$ cat src/rtl/smm_flush_pkg.sv
package smm_flush_pkg;

  typedef enum logic [2:0] {
    ST_IDLE    = 3'd0,
    ST_DRAIN   = 3'd1,
    ST_SPC1    = 3'd2,
    ST_SPC2    = 3'd3,
    ST_SESSION = 3'd4,
    ST_EXIT    = 3'd5
  } fsm_state_e;

  typedef struct packed {
    logic wb_mode;
    logic entry_flush;
    logic exit_flush;
  } policy_t;

  localparam logic [1:0] NORM_UNCACHED = 2'd0;

endpackage

$ cat src/rtl/smm_flush_policy.sv
module smm_flush_policy
  import smm_flush_pkg::*;
(
  input  logic [1:0] cfg_norm,
  input  logic       cfg_smm,
  output policy_t    pol
);
  always_comb begin
    pol.wb_mode     = cfg_norm[1];
    pol.exit_flush  = (cfg_norm != NORM_UNCACHED);
    pol.entry_flush = cfg_smm;
  end
endmodule

$ cat src/rtl/smm_wb_drain.sv
module smm_wb_drain #(
  parameter int LINES_W = 8
) (
  input  logic               clk,
  input  logic               rst_n,
  input  logic               load,
  input  logic [LINES_W-1:0] load_val,
  input  logic               retire,
  output logic [LINES_W-1:0] cnt,
  output logic               last
);
  localparam logic [LINES_W-1:0] ONE = LINES_W'(1);

  logic [LINES_W-1:0] cnt_q;

  always_ff @(posedge clk or negedge rst_n) begin
    if (!rst_n)       cnt_q <= '0;
    else if (load)    cnt_q <= load_val;
    else if (retire)  cnt_q <= cnt_q - ONE;
  end

  assign cnt  = cnt_q;
  assign last = (cnt_q == ONE);
endmodule

$ cat src/rtl/smm_flush_fsm.sv
module smm_flush_fsm
  import smm_flush_pkg::*;
#(
  parameter int LINES_W = 8
) (
  input  logic               clk,
  input  logic               rst_n,
  input  logic               smi_req,
  input  logic               flush_req,
  input  logic               smm_active,
  input  policy_t            live_pol,
  input  logic [LINES_W-1:0] dirty_lines,
  input  logic               wb_ready,
  input  logic [LINES_W-1:0] drain_cnt,
  input  logic               drain_last,
  output logic               drain_load,
  output logic               drain_retire,
  output logic               wb_valid,
  output logic [LINES_W-1:0] wb_line,
  output logic               spc_strobe,
  output logic               spc_second,
  output logic               flush_done,
  output logic               smi_grant,
  output logic               flush_n
);
  localparam logic [LINES_W-1:0] ONE = LINES_W'(1);

  fsm_state_e state_q, state_d;
  policy_t    pol_q, pol_d;
  logic go_smm_q, go_smm_d;
  logic seen_q, seen_d;
  logic smi_pend_q, smi_pend_d;
  logic fl_pend_q, fl_pend_d;
  logic done_q, done_d;
  logic grant_q, grant_d;
  logic fn_q, fn_d;
  logic smi_any, fl_any;
  fsm_state_e flush_start;

  assign smi_any = smi_req | smi_pend_q;
  assign fl_any  = flush_req | fl_pend_q;

  // first step of a flush: drain only in write-back mode with dirty lines
  assign flush_start = (live_pol.wb_mode && (dirty_lines != '0)) ? ST_DRAIN : ST_SPC1;

  assign wb_valid     = (state_q == ST_DRAIN);
  assign wb_line      = drain_cnt - ONE;
  assign drain_retire = wb_valid && wb_ready;

  always_comb begin
    state_d    = state_q;
    pol_d      = pol_q;
    go_smm_d   = go_smm_q;
    seen_d     = seen_q;
    smi_pend_d = smi_any;
    fl_pend_d  = fl_any;
    done_d     = 1'b0;
    grant_d    = 1'b0;
    fn_d       = 1'b1;
    drain_load = 1'b0;
    unique case (state_q)
      ST_IDLE: begin
        if (fl_any) begin
          // flush wins; a waiting interrupt rides on this flush
          pol_d      = live_pol;
          go_smm_d   = smi_any;
          smi_pend_d = 1'b0;
          fl_pend_d  = 1'b0;
          drain_load = 1'b1;
          state_d    = flush_start;
        end else if (smi_any) begin
          pol_d      = live_pol;
          smi_pend_d = 1'b0;
          if (live_pol.entry_flush) begin
            go_smm_d   = 1'b1;
            drain_load = 1'b1;
            state_d    = flush_start;
          end else begin
            grant_d = 1'b1;
            seen_d  = 1'b0;
            state_d = ST_SESSION;
          end
        end
      end
      ST_DRAIN: begin
        if (drain_retire && drain_last) state_d = ST_SPC1;
      end
      ST_SPC1: state_d = ST_SPC2;
      ST_SPC2: begin
        done_d = 1'b1;
        if (go_smm_q) begin
          grant_d  = 1'b1;
          go_smm_d = 1'b0;
          seen_d   = 1'b0;
          state_d  = ST_SESSION;
        end else begin
          state_d = ST_IDLE;
        end
      end
      ST_SESSION: begin
        if (smm_active) begin
          seen_d = 1'b1;
        end else if (seen_q) begin
          if (pol_q.exit_flush) begin
            fn_d    = 1'b0;
            state_d = ST_EXIT;
          end else begin
            state_d = ST_IDLE;
          end
        end
      end
      ST_EXIT: state_d = ST_IDLE;
      default: state_d = ST_IDLE;
    endcase
  end

  always_ff @(posedge clk or negedge rst_n) begin
    if (!rst_n) begin
      state_q    <= ST_IDLE;
      pol_q      <= '0;
      go_smm_q   <= 1'b0;
      seen_q     <= 1'b0;
      smi_pend_q <= 1'b0;
      fl_pend_q  <= 1'b0;
      done_q     <= 1'b0;
      grant_q    <= 1'b0;
      fn_q       <= 1'b1;
    end else begin
      state_q    <= state_d;
      pol_q      <= pol_d;
      go_smm_q   <= go_smm_d;
      seen_q     <= seen_d;
      smi_pend_q <= smi_pend_d;
      fl_pend_q  <= fl_pend_d;
      done_q     <= done_d;
      grant_q    <= grant_d;
      fn_q       <= fn_d;
    end
  end

  assign spc_strobe = (state_q == ST_SPC1) || (state_q == ST_SPC2);
  assign spc_second = (state_q == ST_SPC2);
  assign flush_done = done_q;
  assign smi_grant  = grant_q;
  assign flush_n    = fn_q;
endmodule

$ cat src/rtl/smm_flush_ctrl.sv
module smm_flush_ctrl
  import smm_flush_pkg::*;
#(
  parameter int LINES_W = 8
) (
  input  logic               clk,
  input  logic               rst_n,
  input  logic               smi_req,
  input  logic               flush_req,
  input  logic               smm_active,
  input  logic [1:0]         cfg_norm,
  input  logic               cfg_smm,
  input  logic [LINES_W-1:0] dirty_lines,
  input  logic               wb_ready,
  output logic               wb_valid,
  output logic [LINES_W-1:0] wb_line,
  output logic               spc_strobe,
  output logic               spc_second,
  output logic               flush_done,
  output logic               smi_grant,
  output logic               flush_n
);
  policy_t            live_pol;
  logic               drain_load, drain_retire, drain_last;
  logic [LINES_W-1:0] drain_cnt;

  smm_flush_policy u_policy (
    .cfg_norm (cfg_norm),
    .cfg_smm  (cfg_smm),
    .pol      (live_pol)
  );

  smm_wb_drain #(.LINES_W(LINES_W)) u_drain (
    .clk      (clk),
    .rst_n    (rst_n),
    .load     (drain_load),
    .load_val (dirty_lines),
    .retire   (drain_retire),
    .cnt      (drain_cnt),
    .last     (drain_last)
  );

  smm_flush_fsm #(.LINES_W(LINES_W)) u_fsm (
    .clk          (clk),
    .rst_n        (rst_n),
    .smi_req      (smi_req),
    .flush_req    (flush_req),
    .smm_active   (smm_active),
    .live_pol     (live_pol),
    .dirty_lines  (dirty_lines),
    .wb_ready     (wb_ready),
    .drain_cnt    (drain_cnt),
    .drain_last   (drain_last),
    .drain_load   (drain_load),
    .drain_retire (drain_retire),
    .wb_valid     (wb_valid),
    .wb_line      (wb_line),
    .spc_strobe   (spc_strobe),
    .spc_second   (spc_second),
    .flush_done   (flush_done),
    .smi_grant    (smi_grant),
    .flush_n      (flush_n)
  );
endmodule

$ cat config.mk
export PLATFORM = sky130hd
export DESIGN_NAME = smm_flush_ctrl
export DESIGN_NICKNAME = d
export VERILOG_FILES = /design/src/rtl/smm_flush_pkg.sv /design/src/rtl/smm_flush_policy.sv /design/src/rtl/smm_wb_drain.sv /design/src/rtl/smm_flush_fsm.sv /design/src/rtl/smm_flush_ctrl.sv
export SDC_FILE = /design/constraint.sdc
export NUM_CORES = 1
export LEC_CHECK = 0
export BUFFER_PORTS_ARGS = -buffer_cell sky130_fd_sc_hd__buf_2
export CAP_MARGIN = 20
export CORE_MARGIN = 2
export CORE_UTILIZATION = 35
export DETAILED_ROUTE_END_ITERATION = 6
export PLACE_DENSITY = 0.54
export SYNTH_ARGS = -nofsm -noshare
export SYNTH_HDL_FRONTEND = slang
export SYNTH_SLANG_ARGS = --single-unit
$ cat constraint.sdc
create_clock -name clk -period 2.6 [get_ports clk]
set_input_delay 0.26 -clock clk [delete_from_list [all_inputs] [get_ports clk]]
set_output_delay 0.26 -clock clk [all_outputs]
set_load 0.02 [all_outputs]
# Word-level counts from Yosys, hierarchy flattened
# Index checks and enable logic that the tools add are counted.
# W data, S select, Z words.
# classes
muxes	40
n_addsub	1
order_cmp	0
shifts	0
div_mod_pow	0
reduce_logical	15
bitwise	2
mul	0
eq_ne	15
# ops
cell	n
$mux W1	25
$mux W3	8
$mux W8	2
$pmux W3 S5	1
$ne A2 B2 Y1 const B	5
$eq A8 B1 Y1 const B	1
$reduce_bool A2 Y1	4
$reduce_bool A8 Y1	1
$sub A8 B1 Y8 const B	1
$eq A3 B2 Y1 const B	2
$ne A2 B1 Y1 const B	3
$reduce_and A6 Y1	1
$pmux W1 S2	2
$reduce_and A4 Y1	1
$eq A3 B1 Y1 const B	1
$eq A3 B3 Y1 const B	1
$logic_and A1 B1 Y1	3
$logic_not A3 Y1	1
$ne A3 B1 Y1 const B	1
$ne A3 B2 Y1 const B	1
$pmux W1 S3	1
$reduce_and A3 Y1	1
$reduce_bool A3 Y1	1
$mux W2	1
3 further kinds	4
# totals
ramBits	0
elab_cells	83
latch_bits	0
ff_bits	19
rom_bits	0
memories	0
inputBits	17

# Longest topological paths before layout
# Gate-level depths: netlist (run 1).
# depth
word_depth	7
mapped_depth	6

# By module
# A second synthesis (run 1) with hierarchy kept.
# hier_totals
cells_unflattened	140
area_unflattened_um2	1247.4
# by_module_without_submodules
module	area_per_inst_um2	seq_area_each_um2	n_inst	cells_per_inst
smm_flush_fsm	743.2	276.5	1	83
smm_wb_drain	483.0	200.2	1	54
smm_flush_policy	21.3	0.0	1	3

# Worst setup path before layout (run 1)
# Ideal clock, no wire load.
# synth_path
kind	reg2reg
startpoint	register u_drain.cnt_q[0], in the netlist u_drain.cnt[0]
endpoint	register u_drain.cnt_q[4], in the netlist u_drain.cnt[4]
path_stages_with_launch	7
arrival_time_ps	1746
slack_ps	728
setup_time_ps	126
path_cell_list	dfrtp_1 > inv_1 > ha_1 > inv_1 > or3_1 > xnor2_1 > a221o_1
# synth_via
elab_chain_cells	3
# synth_rtl
element	line	text
start, declared	smm_wb_drain.sv:14	logic [LINES_W-1:0] cnt_q;
start signal, assigned	smm_wb_drain.sv:18	else if (load) cnt_q <= load_val;
start signal, assigned	smm_wb_drain.sv:19	else if (retire) cnt_q <= cnt_q - ONE;
$sub A8 B1 Y8	n/a	
net wb_line[4]	smm_flush_ctrl.sv:16	output logic [LINES_W-1:0] wb_line,
$mux W8	smm_wb_drain.sv:19	
$mux W8	smm_wb_drain.sv:18	
# The timed path passes the listed nets, and every way through them passes these cells. The select of a mux whose other input is x is not followed.
# A chain may end at the register's enable or synchronous reset.

# Final worst setup path (run 1)
# layout_path
startpoint	register u_drain.cnt_q[0], in the netlist u_drain.cnt[0]
endpoint	output port wb_line[5]
# layout_via
elab_chain_cells	1
# layout_rtl
element	line	text
$sub A8 B1 Y8	smm_flush_fsm.sv:47	assign wb_line = drain_cnt - ONE;
end, declared	smm_flush_ctrl.sv:16	
# Every way passes these cells.

==> summary.txt, run 1 <==
final setup TNS = 0 ps
maximum vdd drop = 0.574 mV
final net count = 163
Cell variety after synth = 42
# diodes = 0
worst min-delay path category = input port to flop
final hold vios = 0
Primary FF master, synth = dfrtp_1
row count = 20
initial antenna violation count = 0
Mapped Cells = 112
share of flip-flops with an asynchronous set or reset = 100%
Seq/Total Area, Yosys = 42.1%
Die Ht = 60.8 um
total CTS buffers = 3
GRT Residual Overflow = 0
DR pass1 iterations = 4
CP required = 2340 ps
Slew Viols, Final = 0
via count = 958
arrival time at the worst endpoint = 1890 ps
dpl ws = 800 ps
RR Startpoint = u_fsm.state_q[0]
worst slew pin tran = 556 ps
area grow syn2layout = 18.4%
# fillers = 338
Mapped Area = 0.00113 mm^2
CTS tree = built
RSZ-0062 raised after global routing = no
GP Congestion = 0.768
Setup crit end = wb_line[5]
FF-to-FF path depth = 4
Vias per Instance = 5.12
clk_lat worst skew = 300 ps
vias in the first global route = 921
largest stage delay on the critical path = 580 ps
global-route usage over all layers = 16.5%
Post-CTS Setup Inserts = 0
global-route wire length before repair = 4500 um
RR Endpoint = u_drain.cnt[4]
setup ws final = 452 ps
crit path kind = flop to output port
largest area contributor in the netlist = dfrtp_1
CTS root buf = clkbuf_4
fmax = 466 MHz
CTS clk-pin slew, worst paths = 110 ps
pwr dens = 1400 mW/mm^2
Syn Nets = 131
#FFs+latches synth = 19
Tcrit/Tclk final = 82.6%
maximum number of pins on one net before global-route repair = 20
worst rel slew slack = 62.6%
Largest register FFs = 8
PortBufs = 30
share of the synthesized area in the top cell type = 39.8%
R2R setup slack = 840 ps
Critical Path Start = u_drain.cnt[0]
post-route ant nets = 0
Syn. warnings = 0
Final setup viols = 0
chip width = 60.8 um
DRT iter0 DRCs = 30
number of synthesized flops with an enable pin = 0
H-tree depth = 1
Setup crit start kind = flop
slowest cell on the critical path = or4_1
dpl hpwl = 2010 um
layout cells sized above 1 = 30.8%
maxcap violations = 0
most frequent cells after synthesis = dfrtp_1 (18), nor2_1 (15), nand2_1 (7), a21oi_1 (5), a221o_1 (5)
clk sinks = 19
Longest Clk Path Bufs = 2
hold_buf cts = 1
fin crit period = 2150 ps
most frequent cell after synthesis = dfrtp_1
Area contributors post-synth = dfrtp_1 (40%), nor2_1 (5.0%), a221o_1 (4.4%), a21o_1 (2.7%), dfstp_2 (2.3%)
Layout Skew = 4.93 ps
Worst Setup End Kind = output port
Routed Wire Length = 2630 um
LEAKAGE = 0.629 nW
post-synthesis area per instance = 10.1 um^2
CP Max Fanout = 7
status = complete, no violations
# resized after CTS = 0
post-route DRC violation count = 0
core area = 0.00305 mm^2
full die area = 0.00370 mm^2
I/O pin cnt = 31
Initial Util = 37.0%
critical path, cell by cell = or4_1 > nor2_1 > xor2_1 > buf_2
DR WL/cell = 14.1 um
-- how the worst min path moves through the flow --
stage / startpoint / end / slack, ps / cells after the start
after floorplan: rst_n / u_drain.cnt[0] / -40 / 0
after global placement: rst_n / u_fsm.fl_pend_q / 230 / 1
after detailed placement: rst_n / u_fsm.smi_pend_q / 230 / 1
after CTS: smm_active / u_fsm.flush_n / 180 / 3
after global routing: dirty_lines[0] / u_drain.cnt[0] / 180 / 2
final: smm_active / u_fsm.flush_n / 190 / 3
-- cell families after synthesis --
| kind of cell | after synthesis | synth area share [%] |
|---|---|---|
| flops | 19 | 42.1 |
| xor+xnor | 5 | 3.87 |
| buf+inv | 8 | 4.31 |
| fa+ha+maj | 2 | 2.21 |
| compound gates | 28 | 19.8 |
| simple gates | 50 | 27.7 |
-- through the flow --
step | area, um^2 | util [%] | hold slack, ps | std cells | power, mW
after global placement | 1300 | 42.7 | 230 | 182 | 1.72
after detailed placement | 1300 | 42.7 | 233 | 182 | 1.72
after floorplan | 1130 | - | -35.6 | 112 | 1.47
after CTS | 1340 | 43.9 | 179 | 187 | 1.89
after global routing | 1340 | 43.9 | 178 | 187 | 2.05
final | 1340 | 43.9 | 189 | 187 | 1.88
-- placed cells by master (no fill, tap or decap), drive strengths merged, types with 2 or more instances in the layout --
cell type / count
or3: 3
xor2: 3
a21oi: 5
o21ai: 2
nand2b: 2
xnor2: 2
dfrtp: 18
and2: 3
a221o: 5
o31ai: 2
nor3: 4
nor2b: 3
buf: 30
nand2: 7
nor2: 15
inv: 4
ha: 2
a22o: 3
clkbuf: 4
or4: 5
nor4: 3
a21o: 4
a31oi: 2
-- final cells by class --
type | instances | area, um^2 | area share, %
Multi-Input combinational cell | 85 | 606 | 45.2
Sequential cell | 19 | 477 | 35.6
Timing Repair Buffer | 31 | 160 | 12.0
Tap cell | 44 | 55.1 | 4.11
Clock buffer | 4 | 26.3 | 1.96
Inverter | 4 | 15.0 | 1.12
-- critical path, delay by kind of cell (launching register included) --
family	cells	cell delay, ps
XOR/XNOR	1	190
buffers and inverters	1	200
flip-flops	1	470
AND/OR/NAND/NOR	2	710
-- layer usage --
layer	vias up	GRT usage [%]	wire (um)
met4	0	6.52	27
met1	459	24.6	1310
met2	19	23.7	1200
li1	476	-	-
met5	-	0	0
met3	4	2.99	100
-- power by group --
group	leakage [nW]	internal [mW]	switching [mW]
Clock	0.0150	0.0598	0.0958
Sequential	0.232	0.435	0.180
Combinational	0.381	0.476	0.630
No activity file was read; power rests on OpenSTA's default activity.
==> run 2, diff against run 1 <==
PLACE_DENSITY = 0.56   (was 0.54)
clock period = 1.9 ns   (was 2.6 ns; I/O delays follow)
==> run 2 against run 1 <==
Effect of this change:
- the run now ends with setup timing left
- via count increased by 10%
- die area unchanged
- first-iteration DRC count increased by 10%
- power is 60% higher
- clock skew decreased by 1.6 ps
- flip-flop and latch count unchanged
- critical path type unchanged
- critical endpoint is now wb_line[7]
- largest cell class unchanged
- highest routed layer unchanged
==> summary.txt, run 2 (same netlist as run 1, synthesis figures left out) <==
status = complete, but fails checks
violated checks = setup timing
vias in the first global route = 970 (+5.3%)
chip width = 60.8 um (unchanged)
Comb pwr share = 65.7% (+6.8 points)
crit path kind = flop to output port
CTS tree = built
setup ws final = -135 ps (-587 ps)
fin crit period = 2030 ps
total CTS buffers = 3 (unchanged)
GP Congestion = 0.794 (+3.4%)
CP Max Fanout = 4 (-3)
post-route DRC violation count = 0 (unchanged)
I/O pin cnt = 31 (unchanged)
Initial Util = 37.0% (unchanged)
Slew Viols, Final = 0 (unchanged)
area grow syn2layout = 34.1%
Clk pwr share = 6.9% (-1.4 points)
core area = 0.00305 mm^2 (unchanged)
# diodes = 0 (unchanged)
initial antenna violation count = 0 (unchanged)
pwr dens = 1980 mW/mm^2 (+41%)
full die area = 0.00370 mm^2 (unchanged)
maximum vdd drop = 0.835 mV (+45%)
fmax = 491 MHz
sw frac = 45.9% (-2.4 points)
Longest Clk Path Bufs = 2 (unchanged)
arrival time at the worst endpoint = 1840 ps (-50 ps)
NetSw = 1.38 mW (+52%)
critical path, cell by cell = or4_4 > nor4_4 > xor2_1 > buf_4
GRT Residual Overflow = 0 (unchanged)
CTS clk-pin slew, worst paths = 110 ps (about the same)
Worst Setup End Kind = output port
CP top delay family = simple AND/OR/NAND/NOR gates
dpl hpwl = 1970 um (-1.9%)
Die Ht = 60.8 um (unchanged)
commonest non-fill, non-tap cell in the layout = buf_2
slowest cell on the critical path = or4_4
Routed Wire Length = 2760 um (+5.1%)
final hold vios = 0 (unchanged)
PortBufs = 30 (unchanged)
CTS root buf = clkbuf_4
Largest register FFs = 8 (unchanged)
maxcap violations = 0 (unchanged)
Internal = 1.63 mW (+68%)
commonest cells after routing, fill and taps aside = buf_2 (26), dfrtp_1 (17), buf_4 (16)
H-tree depth = 1 (unchanged)
global-route wire length before repair = 4600 um (+2.3%)
DRT iter0 DRCs = 33 (+10%)
largest stage delay on the critical path = 530 ps (-50 ps)
via count = 1058 (+10%)
maximum number of pins on one net before global-route repair = 20 (unchanged)
worst rel slew slack = 67.4% (+4.8 points)
Placed Area = 0.00133 mm^2 (+1.7%)
Tcrit/Tclk final = 107%
register share of total power = 27.5% (-5.3 points)
Layout Skew = 3.30 ps (-1.63 ps)
final net count = 176 (+8.0%)
clk sinks = 19 (unchanged)
FF/Latch Area = 478 um^2 (+0.26%)
clk_lat worst skew = 300 ps (about the same)
Vias per Instance = 5.29 (+3.3%)
Final setup viols = 3 (+3)
row count = 20 (unchanged)
worst slew pin tran = 484 ps (-72.0 ps)
layout cells sized above 1 = 43.6% (+13 points)
Final Cell Area = 0.00152 mm^2 (+13%)
CP required = 1710 ps (-630 ps)
worst min-delay path category = input port to flop
DR WL/cell = 13.8 um (-1.8%)
# fillers = 301 (-11%)
final hold slack = 120 ps (-68.4 ps)
global-route usage over all layers = 17.2% (+0.62 points)
Bufs and invs on worst path = 1 (unchanged)
DR pass1 iterations = 4 (unchanged)
final setup TNS = -245 ps (-245 ps)
post-route ant nets = 0 (unchanged)
RSZ-0062 raised after global routing = yes
LEAKAGE = 0.710 nW (+13%)
area taken by multi-input logic gates = 669 um^2 (+11%)
Setup crit start kind = flop
run 2: tightest hold or removal path: stages:
cell and delay [ps]:
buf_2 100, nor2b_1 50, nand2_1 50
run 2: per-stage QoR:
stage | power (mW) | worst slack, ps | std cells | util, %
final | 3.00 | -135 | 200 | 49.7
after global routing | 3.25 | -225 | 200 | 49.7
after CTS | 2.89 | -108 | 198 | 48.1
after detailed placement | 2.41 | 171 | 185 | 43.4
after global placement | 2.40 | 186 | 185 | 43.4
after floorplan | 2.01 | 28.0 | 112 | -
run 2: layer usage:
metal / wire (um) / GRT usage [%] / vias to the layer above / share of wire (%)
met5: 0 / 0 / - / 0
met4: 33 / 7.14 / 0 / 1.2
met3: 132 / 3.62 / 6 / 4.8
met2: 1290 / 25.2 / 34 / 47
met1: 1310 / 24.5 / 517 / 47
li1: - / - / 501 / -
run 2: worst paths after layout:
kind	startpoint	to	slack, ps	cells after the start
hold reg to reg	u_fsm.seen_q	u_fsm.seen_q	530	2
setup reg to reg	u_fsm.state_q[0]	u_drain.cnt[5]	170	4
hold / removal	smm_active	u_fsm.flush_n	120	3
min in group asynchronous	rst_n	u_fsm.smi_pend_q	350	2
max in group asynchronous	rst_n	u_drain.cnt[1]	1210	2
setup / recovery	u_drain.cnt[2]	wb_line[7]	-130	4
run 2: final cells by class:
cell class | instances | share of cell area, %
multi-input cells | 85 | 44.1
flip-flops and latches | 19 | 31.5
repair buffers | 44 | 17.9
clock buffers | 3 | 1.49
clock inverters | 1 | 0.330
well taps | 44 | 3.63
inverters | 4 | 0.990
run 2: power by group through the flow:
stage	clock (mW)	combinational, mW	sequential, mW
floorplan	0	1.25	0.755
global placement	0	1.57	0.833
finish	0.206	1.97	0.825
CTS	0.217	1.85	0.818
detailed placement	0	1.57	0.839
global route	0.239	2.16	0.847
run 2: timing repair:
action	in CTS	in global routing
buffers inserted	8	2
gates cloned	0	0
endpoints found under the hold margin	18	0
pin swaps	6	5
setup endpoints to repair	4	4
hold buffers	1	0
gates resized for setup	14	5
==> run 3, diff against run 2 <==
CORE_MARGIN = unset   (was 2)
==> run 3 against run 2 <==
Effect of this change:
- the run still ends with setup timing left
- flip-flop and latch count is the same
- count of clock-buffer cells in the layout grew 1
- maximum frequency shrank 1.6%
- largest cell class unchanged
- highest routed layer unchanged
==> summary.txt, run 3 (same netlist as run 1, synthesis figures left out) <==
status = complete, but fails checks
violated checks = setup timing
via count = 1026 (-3.0%)
layout cells sized above 1 = 40.6% (-2.9 points)
Die Ht = 58.8 um (-3.3%)
full die area = 0.00346 mm^2 (-6.5%)
GP Congestion = 0.845 (+6.4%)
Vias per Instance = 5.16 (-2.5%)
Worst Setup End Kind = output port
global-route usage over all layers = 17.8% (+0.67 points)
LEAKAGE = 0.703 nW (-0.94%)
# diodes = 0 (unchanged)
row count = 20 (unchanged)
vias in the first global route = 1018 (+4.9%)
GRT Residual Overflow = 0 (unchanged)
NetSw = 1.35 mW (-1.7%)
post-route ant nets = 0 (unchanged)
maximum vdd drop = 0.813 mV (-2.6%)
DR WL/cell = 13.9 um (+0.39%)
R2R setup slack = 160 ps (about the same)
commonest cells after routing, fill and taps aside = buf_2 (26), dfrtp_1 (17), buf_4 (14)
final net count = 175 (-0.57%)
Tcrit/Tclk final = 109% (+1.7 points)
Largest register FFs = 8 (unchanged)
Layout Skew = 2.75 ps (-0.552 ps)
maximum number of pins on one net before global-route repair = 20 (unchanged)
final setup TNS = -461 ps (-216 ps)
CP required = 1710 ps (about the same)
register share of total power = 28.1% (+0.6 points)
final hold vios = 0 (unchanged)
CTS tree = built
Comb pwr share = 64.8% (-0.9 points)
PortBufs = 30 (unchanged)
dpl ws = 170 ps (-1.64 ps)
Routed Wire Length = 2760 um (-0.11%)
Hold Startpoint = smm_active
CTS root buf = clkbuf_4
Layout Cells excl Fill = 199 (-0.50%)
pwr dens = 1950 mW/mm^2 (-1.4%)
DRT iter0 DRCs = 46 (+39%)
Setup crit start kind = flop
crit path kind = flop to output port
I/O pin cnt = 31 (unchanged)
Hold Crit Depth = 3 (unchanged)
CP Max Fanout = 3 (-1)
RSZ-0062 raised after global routing = yes
CTS clk-pin slew, worst paths = 110 ps (about the same)
worst min-delay path category = input port to flop
initial antenna violation count = 0 (unchanged)
total power = 2.93 mW (-2.6%)
sw frac = 46.3% (+0.40 points)
H-tree depth = 1 (unchanged)
Longest Clk Path Bufs = 2 (unchanged)
setup ws final = -167 ps (-32.7 ps)
RR Endpoint = u_drain.cnt[4]
area grow syn2layout = 32.4%
post-route DRC violation count = 0 (unchanged)
# fillers = 299 (-0.66%)
clk_lat worst skew = 300 ps (about the same)
# placed instances = 185 (unchanged)
FF/Latch Area = 478 um^2 (unchanged)
utilization after layout = 49.1% (-0.61 points)
commonest non-fill, non-tap cell in the layout = buf_2
maxcap violations = 0 (unchanged)
chip width = 58.8 um (-3.3%)
dpl hpwl = 1970 um (unchanged)
total CTS buffers = 3 (unchanged)
Initial Util = 37.0% (unchanged)
Final setup viols = 4 (+1)
Internal = 1.57 mW (-3.3%)
area taken by multi-input logic gates = 656 um^2 (-2.1%)
clk sinks = 19 (unchanged)
fmax = 484 MHz (-1.6%)
DR pass1 iterations = 4 (unchanged)
fin crit period = 2070 ps (+32.7 ps)
core area = 0.00305 mm^2 (unchanged)
Slew Viols, Final = 0 (unchanged)
Clk pwr share = 7.1% (+0.2 points)
FF-to-FF path depth = 6 (+2)
worst slew pin tran = 497 ps (+12.1 ps)
global-route wire length before repair = 4630 um (+0.59%)
RR Startpoint = u_drain.cnt[1]
worst rel slew slack = 66.6% (-0.81 points)
arrival time at the worst endpoint = 1880 ps (+40 ps)
WHS Endpoint = u_fsm.flush_n
==> run 3: cell count changes in the layout (fill, tap and decap cells not counted), sizes merged <==
cell,previous run,this run
clkinv,1,0
clkbuf,3,4
buf,43,42
==> run 3: routing by layer <==
layer / global-route usage (%) / vias to the layer above / part of all wire, %
li1: - / 498 / -
met3: 2.86 / 5 / 5.8
met2: 27.3 / 38 / 47
met5: 0 / - / 0
met1: 25.6 / 485 / 45
met4: 6.12 / 0 / 1.5
==> run 3: final cells by class <==
type | instances | area share (%)
repair buffers | 43 | 17.9
clock buffers | 4 | 1.75
flip-flops and latches | 19 | 31.9
multi-input cells | 85 | 43.8
inverters | 4 | 1.00
well taps | 44 | 3.68
==> run 3: how the worst max path moves through the flow <==
stage | from | end | slack, ps | cells after the start
4_1_cts | u_drain.cnt[2] | wb_line[7] | -110 | 4
6_report | u_drain.cnt[4] | wb_line[7] | -170 | 4
2_1_floorplan | u_drain.cnt[0] | u_drain.cnt[4] | 30 | 6
3_3_place_gp | u_fsm.state_q[0] | u_drain.cnt[7] | 180 | 4
5_1_grt | u_drain.cnt[2] | wb_line[7] | -230 | 4
3_5_place_dp | u_drain.cnt[5] | wb_line[7] | 170 | 4
==> run 3: critical path, stage by stage (launching register included) <==
cell and delay, ps:
dfrtp_1 400, or4_4 570, nor4_4 170, xor2_1 250
buf_4 190
==> run 3: stage by stage <==
step	hold slack [ps]	area [um^2]
after floorplan	-106	1130
final	120	1500
after detailed placement	158	1330
after global routing	121	1500
after CTS	114	1450
after global placement	161	1330
==> run 3: repair_timing <==
item                                   in CTS  in global routing
gates resized for setup                    11                  5
hold buffers                                1                  0
pin swaps                                   4                  2
buffers inserted                            6                  3
endpoints found under the hold margin      18                  0
setup endpoints to repair                   4                  4
==> run 3: power by group through the flow <==
| stage | registers [mW] | clock network [mW] | logic (mW) |
|---|---|---|---|
| 3_3_place_gp | 0.830 | 0 | 1.57 |
| 4_1_cts | 0.823 | 0.213 | 1.80 |
| 6_report | 0.823 | 0.208 | 1.90 |
| 5_1_grt | 0.855 | 0.231 | 2.07 |
| 3_5_place_dp | 0.836 | 0 | 1.56 |
| 2_1_floorplan | 0.755 | 0 | 1.25 |
